==> config.mk <==
export PLATFORM = sky130hd
export DESIGN_NAME = os_timer_wdog
export DESIGN_NICKNAME = d
export VERILOG_FILES = /design/src/rtl/ostmr_pkg.sv /design/src/rtl/ostmr_counter.sv /design/src/rtl/ostmr_match_ch.sv /design/src/rtl/ostmr_wdog_fsm.sv /design/src/rtl/os_timer_wdog.sv
export SDC_FILE = /design/constraint.sdc
export NUM_CORES = 1
export LEC_CHECK = 0
export ABC_AREA = 1
export BUFFER_PORTS_ARGS = -buffer_cell sky130_fd_sc_hd__buf_4
export CORE_MARGIN = 5
export CORE_UTILIZATION = 52
export DETAILED_ROUTE_END_ITERATION = 6
export GPL_TIMING_DRIVEN = 0
export PLACE_DENSITY = 0.82
export SLEW_MARGIN = 25
export SYNTH_ARGS = -nofsm -noshare
export SYNTH_HDL_FRONTEND = slang
export SYNTH_SLANG_ARGS = --single-unit
==> constraint.sdc <==
create_clock -name clk -period 2.1 [get_ports clk]
set_input_delay 0.42 -clock clk [delete_from_list [all_inputs] [get_ports clk]]
set_output_delay 0.42 -clock clk [all_outputs]
set_load 0.01 [all_outputs]
==> src/rtl/ostmr_pkg.sv <==
package ostmr_pkg;

    localparam int NUM_CH = 4;
    localparam int WD_CH  = NUM_CH - 1;
    localparam int ADDR_W = 3;

    localparam logic [ADDR_W-1:0] A_COUNT  = 3'd4;
    localparam logic [ADDR_W-1:0] A_STATUS = 3'd5;
    localparam logic [ADDR_W-1:0] A_IRQEN  = 3'd6;
    localparam logic [ADDR_W-1:0] A_WDCTL  = 3'd7;

    typedef enum logic [1:0] {
        WD_IDLE    = 2'd0,
        WD_ARMED   = 2'd1,
        WD_TRIPPED = 2'd2
    } wd_state_t;

endpackage

==> src/rtl/ostmr_counter.sv <==
module ostmr_counter #(
    parameter int CNT_W = 32
) (
    input  logic             clk,
    input  logic             rst_n,
    input  logic             step,
    output logic [CNT_W-1:0] cnt_q,
    output logic [CNT_W-1:0] cnt_nxt
);

    // Incrementer output doubles as the compare operand for every channel.
    assign cnt_nxt = cnt_q + CNT_W'(1);

    always_ff @(posedge clk or negedge rst_n) begin
        if (!rst_n) begin
            cnt_q <= '0;
        end else if (step) begin
            cnt_q <= cnt_nxt;   // wraps naturally at all-ones
        end
    end

endmodule

==> src/rtl/ostmr_match_ch.sv <==
module ostmr_match_ch #(
    parameter int               CNT_W     = 32,
    parameter logic [CNT_W-1:0] MATCH_RST = '1
) (
    input  logic             clk,
    input  logic             rst_n,
    input  logic             step,
    input  logic [CNT_W-1:0] cnt_nxt,
    input  logic             wr_match,
    input  logic [CNT_W-1:0] wdata,
    input  logic             clr,
    output logic [CNT_W-1:0] match_q,
    output logic             hit,
    output logic             status
);

    // Equality on the value being stepped to: one event per pass.
    assign hit = step && (cnt_nxt == match_q);

    always_ff @(posedge clk or negedge rst_n) begin
        if (!rst_n) begin
            match_q <= MATCH_RST;
        end else if (wr_match) begin
            match_q <= wdata;
        end
    end

    // A hit outranks a clear so no event is lost.
    always_ff @(posedge clk or negedge rst_n) begin
        if (!rst_n) begin
            status <= 1'b0;
        end else if (hit) begin
            status <= 1'b1;
        end else if (clr) begin
            status <= 1'b0;
        end
    end

endmodule

==> src/rtl/ostmr_wdog_fsm.sv <==
module ostmr_wdog_fsm
    import ostmr_pkg::*;
(
    input  logic clk,
    input  logic rst_n,
    input  logic arm_req,
    input  logic trip_hit,
    output logic armed,
    output logic tripped
);

    wd_state_t state_q;
    wd_state_t state_d;

    // State register
    always_ff @(posedge clk or negedge rst_n) begin
        if (!rst_n) begin
            state_q <= WD_IDLE;
        end else begin
            state_q <= state_d;
        end
    end

    // Transitions: ARM (idle -> armed), TRIP (armed -> tripped)
    always_comb begin
        state_d = state_q;
        unique case (state_q)
            WD_IDLE:    if (arm_req)  state_d = WD_ARMED;
            WD_ARMED:   if (trip_hit) state_d = WD_TRIPPED;
            WD_TRIPPED: state_d = WD_TRIPPED;
            default:    state_d = WD_IDLE;
        endcase
    end

    // Outputs
    always_comb begin
        armed   = 1'b0;
        tripped = 1'b0;
        unique case (state_q)
            WD_IDLE:    ;
            WD_ARMED:   armed = 1'b1;
            WD_TRIPPED: begin
                armed   = 1'b1;
                tripped = 1'b1;
            end
            default:    ;
        endcase
    end

endmodule

==> src/rtl/os_timer_wdog.sv <==
module os_timer_wdog
    import ostmr_pkg::*;
#(
    parameter int               CNT_W     = 32,
    parameter logic [CNT_W-1:0] MATCH_RST = '1
) (
    input  logic              clk,
    input  logic              rst_n,
    input  logic              tick,
    input  logic              bus_wr,
    input  logic [ADDR_W-1:0] bus_addr,
    input  logic [CNT_W-1:0]  bus_wdata,
    output logic [CNT_W-1:0]  bus_rdata,
    output logic [NUM_CH-1:0] irq,
    output logic              rst_req
);

    logic [CNT_W-1:0]  cnt_q;
    logic [CNT_W-1:0]  cnt_nxt;
    logic [CNT_W-1:0]  match_q [NUM_CH];
    logic [NUM_CH-1:0] hit;
    logic [NUM_CH-1:0] status;
    logic [NUM_CH-1:0] irq_en_q;
    logic              wd_armed;
    logic              wd_tripped;
    logic              wr_status;
    logic              wr_irqen;
    logic              wr_wdctl;

    assign wr_status = bus_wr && (bus_addr == A_STATUS);
    assign wr_irqen  = bus_wr && (bus_addr == A_IRQEN);
    assign wr_wdctl  = bus_wr && (bus_addr == A_WDCTL);

    ostmr_counter #(.CNT_W(CNT_W)) u_cnt (
        .clk     (clk),
        .rst_n   (rst_n),
        .step    (tick),
        .cnt_q   (cnt_q),
        .cnt_nxt (cnt_nxt)
    );

    for (genvar i = 0; i < NUM_CH; i++) begin : g_ch
        ostmr_match_ch #(
            .CNT_W     (CNT_W),
            .MATCH_RST (MATCH_RST)
        ) u_ch (
            .clk      (clk),
            .rst_n    (rst_n),
            .step     (tick),
            .cnt_nxt  (cnt_nxt),
            .wr_match (bus_wr && (bus_addr == ADDR_W'(i))),
            .wdata    (bus_wdata),
            .clr      (wr_status && bus_wdata[i]),
            .match_q  (match_q[i]),
            .hit      (hit[i]),
            .status   (status[i])
        );
    end

    always_ff @(posedge clk or negedge rst_n) begin
        if (!rst_n) begin
            irq_en_q <= '0;
        end else if (wr_irqen) begin
            irq_en_q <= bus_wdata[NUM_CH-1:0];
        end
    end

    ostmr_wdog_fsm u_wd (
        .clk      (clk),
        .rst_n    (rst_n),
        .arm_req  (wr_wdctl && bus_wdata[0]),
        .trip_hit (hit[WD_CH]),
        .armed    (wd_armed),
        .tripped  (wd_tripped)
    );

    assign irq     = status & irq_en_q;
    assign rst_req = wd_tripped;

    always_comb begin
        bus_rdata = '0;
        for (int k = 0; k < NUM_CH; k++) begin
            if (bus_addr == ADDR_W'(k)) bus_rdata = match_q[k];
        end
        unique case (bus_addr)
            A_COUNT:  bus_rdata = cnt_q;
            A_STATUS: bus_rdata = CNT_W'(status);
            A_IRQEN:  bus_rdata = CNT_W'(irq_en_q);
            A_WDCTL:  bus_rdata = CNT_W'({wd_tripped, wd_armed});
            default:  ;
        endcase
    end

endmodule

==> impl_metrics.toml <==
[status]
outcome = "complete, but fails checks"
violations = "negative setup slack"

[final_layout]
layout_common_cells = "404 x nand2_1, 177 x o21ai_0, 167 x inv_1, 128 x dfstp_2, 111 x buf_4"
synthToLayoutAreaGrowth_pct = 33.5
nets = 1634
final_common_cell = "nand2_1"
drive_gt1_share_pct = 32.6
antenna_cells = 0

[route]
drt_iter0_markers = 1572
wl_per_cell_um = 23.1
avgViaCountPerCell = 6.22
ant_nets = 0
dr.pass1.iters = 6
vias = 11621
routed_wl_um = 43200
drc = 0

[timing]
maxSlewViolCount = 0
hold_violations = 0
fmax_mhz = 377
period_share_pct = 126
setup_violations = 28
setup_ws_ns = -0.550
tightest_slew_ns = 0.780
whs_ns = 0.260
fin_worst_skew_ns = 0.0129
rsz0062_at_grt = "yes"
min_period_ns = 2.65
relSlewSlack_pct = 48.0

[critical_path]
r2r-start = "u_cnt.cnt_q[12]$_DFFE_PN0P_"
crit_path_end_kind = "flip-flop"
critPathMaxFanout = 7
r2r-end = "g_ch[1].u_ch.status$_DFFE_PN0P_"
worstPathArrival_ns = 3.04
crit_required_ns = 2.49
r2r.worst_path.cells = 15
critPathKind = "reg2reg"
critPathLaunchType = "flip-flop"
setup.reg_to_reg.worst_slack_ns = -0.55

[power]
swShare_pct = 40.7
p_clk_share_pct = 25.4
ir_drop_uv = 779
combPwrFrac_pct = 36.3
internal_power_mw = 7.91
power.density_mw_per_mm2 = 954
seqPwrFrac_pct = 38.3
p_switching_mw = 5.42
cellLeakagePower_nw = 6.05
total_power_mw = 13.3

[synth]
syn_nets = 1480
synth_cell_types = 37
synth_top_family_by_area = "simple AND/OR/NAND/NOR gates"
synthesis.yosys.warnings = 0
synth_top_area_share_pct = 32.2
synth_compound_area_share_pct = 16.6
yosys.area_share.simple_pct = 27.4
synth_seq_cells = 170
syn_area_mm2 = 0.0105
muxShareOfSynthArea_pct = 0
synth_xor_area_share_pct = 4.70
ys_seq_area_share_pct = 42.2
synthCells = 1436
synth_fa_ha_area_share_pct = 0.598
yosys-top-cells-area = "dfstp_2 32%, nand2_1 15%, dfrtp_1 10%, o21ai_0 8.6%, inv_1 6.6%"
yosysTopAreaCell = "dfstp_2"
avgSynthCellArea_um2 = 7.28

[grt]
grt_use_total_pct = 35.0
antenna_found_initial = 0
grt_pass1_vias = 11012
grt_pass1_wl_um = 63400
grt-ovfl-total = 0
grt_start_max_net_pins = 74

[clock_network]
cts.sinks = 170
cts_tree = "built"
clk_transition_reported_paths_ns = 0.08
cts_root_buffer = "clkbuf_16"
cts_max_level = 4
cts_buffers = 17
clock_path_buffers = 2
clk-insertion-delay-late_ns = 0.45

[die]
initial_core_util_pct = 53.2
ios = 76
die_y_um = 152
num_rows = 51
dieArea_mm2 = 0.0230
die_w_um = 152
core_mm2 = 0.0197

[placed_design]
place_congestion = 1.04
numPortBuffers = 72
hpwl_um = 29100

[hold_path]
min_path_type = "in2reg"
hold_start = "bus_wdata[7]"
hold_path_end = "g_ch[1].u_ch.match_q[7]$_DFFE_PN1P_"
hold_depth = 3

[job]
drv_cap = 0
==> synth_stat cells <==
cell type	count
a21oi_1	18
a221oi_1	24
a22o_1	1
a32o_1	1
and2_1	1
buf_2	1
buf_4	1
clkbuf_1	47
dfrtp_1	42
dfstp_2	128
ha_1	5
inv_1	183
inv_2	3
nand2_1	427
nand2_2	17
nand2_4	2
nand3_1	76
nand3_2	4
nand4_1	11
nor2_1	121
nor2_2	4
nor2_4	6
nor2_8	2
nor3_1	5
nor3b_1	1
nor4_1	1
o2111ai_1	4
o211ai_1	6
o21ai_0	180
o21ai_1	2
o221ai_1	27
o22ai_1	29
o2bb2ai_1	1
or2_2	2
xnor2_1	6
xnor3_1	2
xor2_1	45
==> cells by family after synthesis <==
kind of cell             count (synthesis)
AO/OA/AOI/OAI                          293
XOR/XNOR                                53
adder cells (fa/ha/maj)                  5
buffers and inverters                  235
flip-flops                             170
AND/OR/NAND/NOR                        680
==> sequential cells by signal (all words and copies together), names as in the netlist <==
name and count:
g_ch.u_ch.match_q 128, u_cnt.cnt_q 32, u_wd.state_q 2, g_ch.u_ch.status 4
irq_en_q 4
==> power groups by stage <==
stage	Clock, mW	Combinational [mW]	Sequential (mW)
CTS	3.34	4.18	5.01
floorplan	0	2.48	4.75
global placement	0	3.47	4.96
detailed placement	0	3.57	4.98
finish	3.38	4.84	5.11
global route	3.50	5.18	5.17
==> cell type report <==
| type | count | area, µm² |
|---|---|---|
| Multi-Input combinational cell | 1032 | 6280 |
| Fill cell | 1499 | 5690 |
| Sequential cell | 170 | 4420 |
| Timing Repair Buffer | 134 | 1220 |
| Inverter | 186 | 722 |
| Clock buffer | 17 | 425 |
| Buffer | 49 | 369 |
| Tap cell | 265 | 332 |
| Clock inverter | 15 | 196 |
==> critical path, stage by stage (launching register included) <==
cell     delay, ns
dfrtp_1       0.33
buf_2         0.21
nand2_1       0.15
nor2_2        0.23
nand2_1       0.14
nor2_4        0.26
buf_6         0.17
nand2_2       0.05
nand2_2       0.08
nand2_2       0.10
buf_6         0.15
xnor2_2       0.15
nand3_1       0.13
nor2_2        0.21
nand3_2       0.14
nand2_1       0.09
==> what timing repair did <==
action	4_1_cts	5_1_grt
gates cloned	3	2
setup buffers	34	22
hold buffers	1	0
gates resized for setup	202	117
setup endpoints to repair	72	39
pin swaps	37	42
hold endpoints to repair	10	0
==> metrics by stage <==
stage,worst slack [ns],util (%),cell area (µm²),TNS (ns),cells
after floorplan,0.00112,-,10500,0,1436
after global placement,-1.45,57.6,11300,-70.68,1773
after detailed placement,-1.44,58.0,11400,-57.63,1775
after CTS,-0.389,67.4,13300,-2.90,1845
after global routing,-0.625,71.1,14000,-5.41,1868
final,-0.550,71.1,14000,-4.00,1868
==> worst max path at each step <==
stage / startpoint / to / slack, ns
after floorplan: u_cnt.cnt_q[1]$_DFFE_PN0P_ / u_wd.state_q[0]$_DFFE_PN0P_ / 0.001
after global placement: bus_addr[1] / bus_rdata[31] / -1.45
after detailed placement: bus_addr[1] / bus_rdata[31] / -1.44
after CTS: u_cnt.cnt_q[0]$_DFFE_PN0P_ / u_wd.state_q[1]$_DFFE_PN0P_ / -0.39
after global routing: u_cnt.cnt_q[5]$_DFFE_PN0P_ / u_wd.state_q[1]$_DFFE_PN0P_ / -0.63
final: u_cnt.cnt_q[12]$_DFFE_PN0P_ / g_ch[1].u_ch.status$_DFFE_PN0P_ / -0.55
==> metal layers <==
| layer | part of all wire, % | track usage (%) | routed length (µm) |
|---|---|---|---|
| met5 | 0 | 0 | 0 |
| met3 | 14 | 10.7 | 5910 |
| met4 | 5.2 | 16.4 | 2250 |
| met2 | 45 | 53.1 | 19400 |
| met1 | 36 | 46.0 | 15700 |
Note: power is estimated with default switching activity, not from simulation.
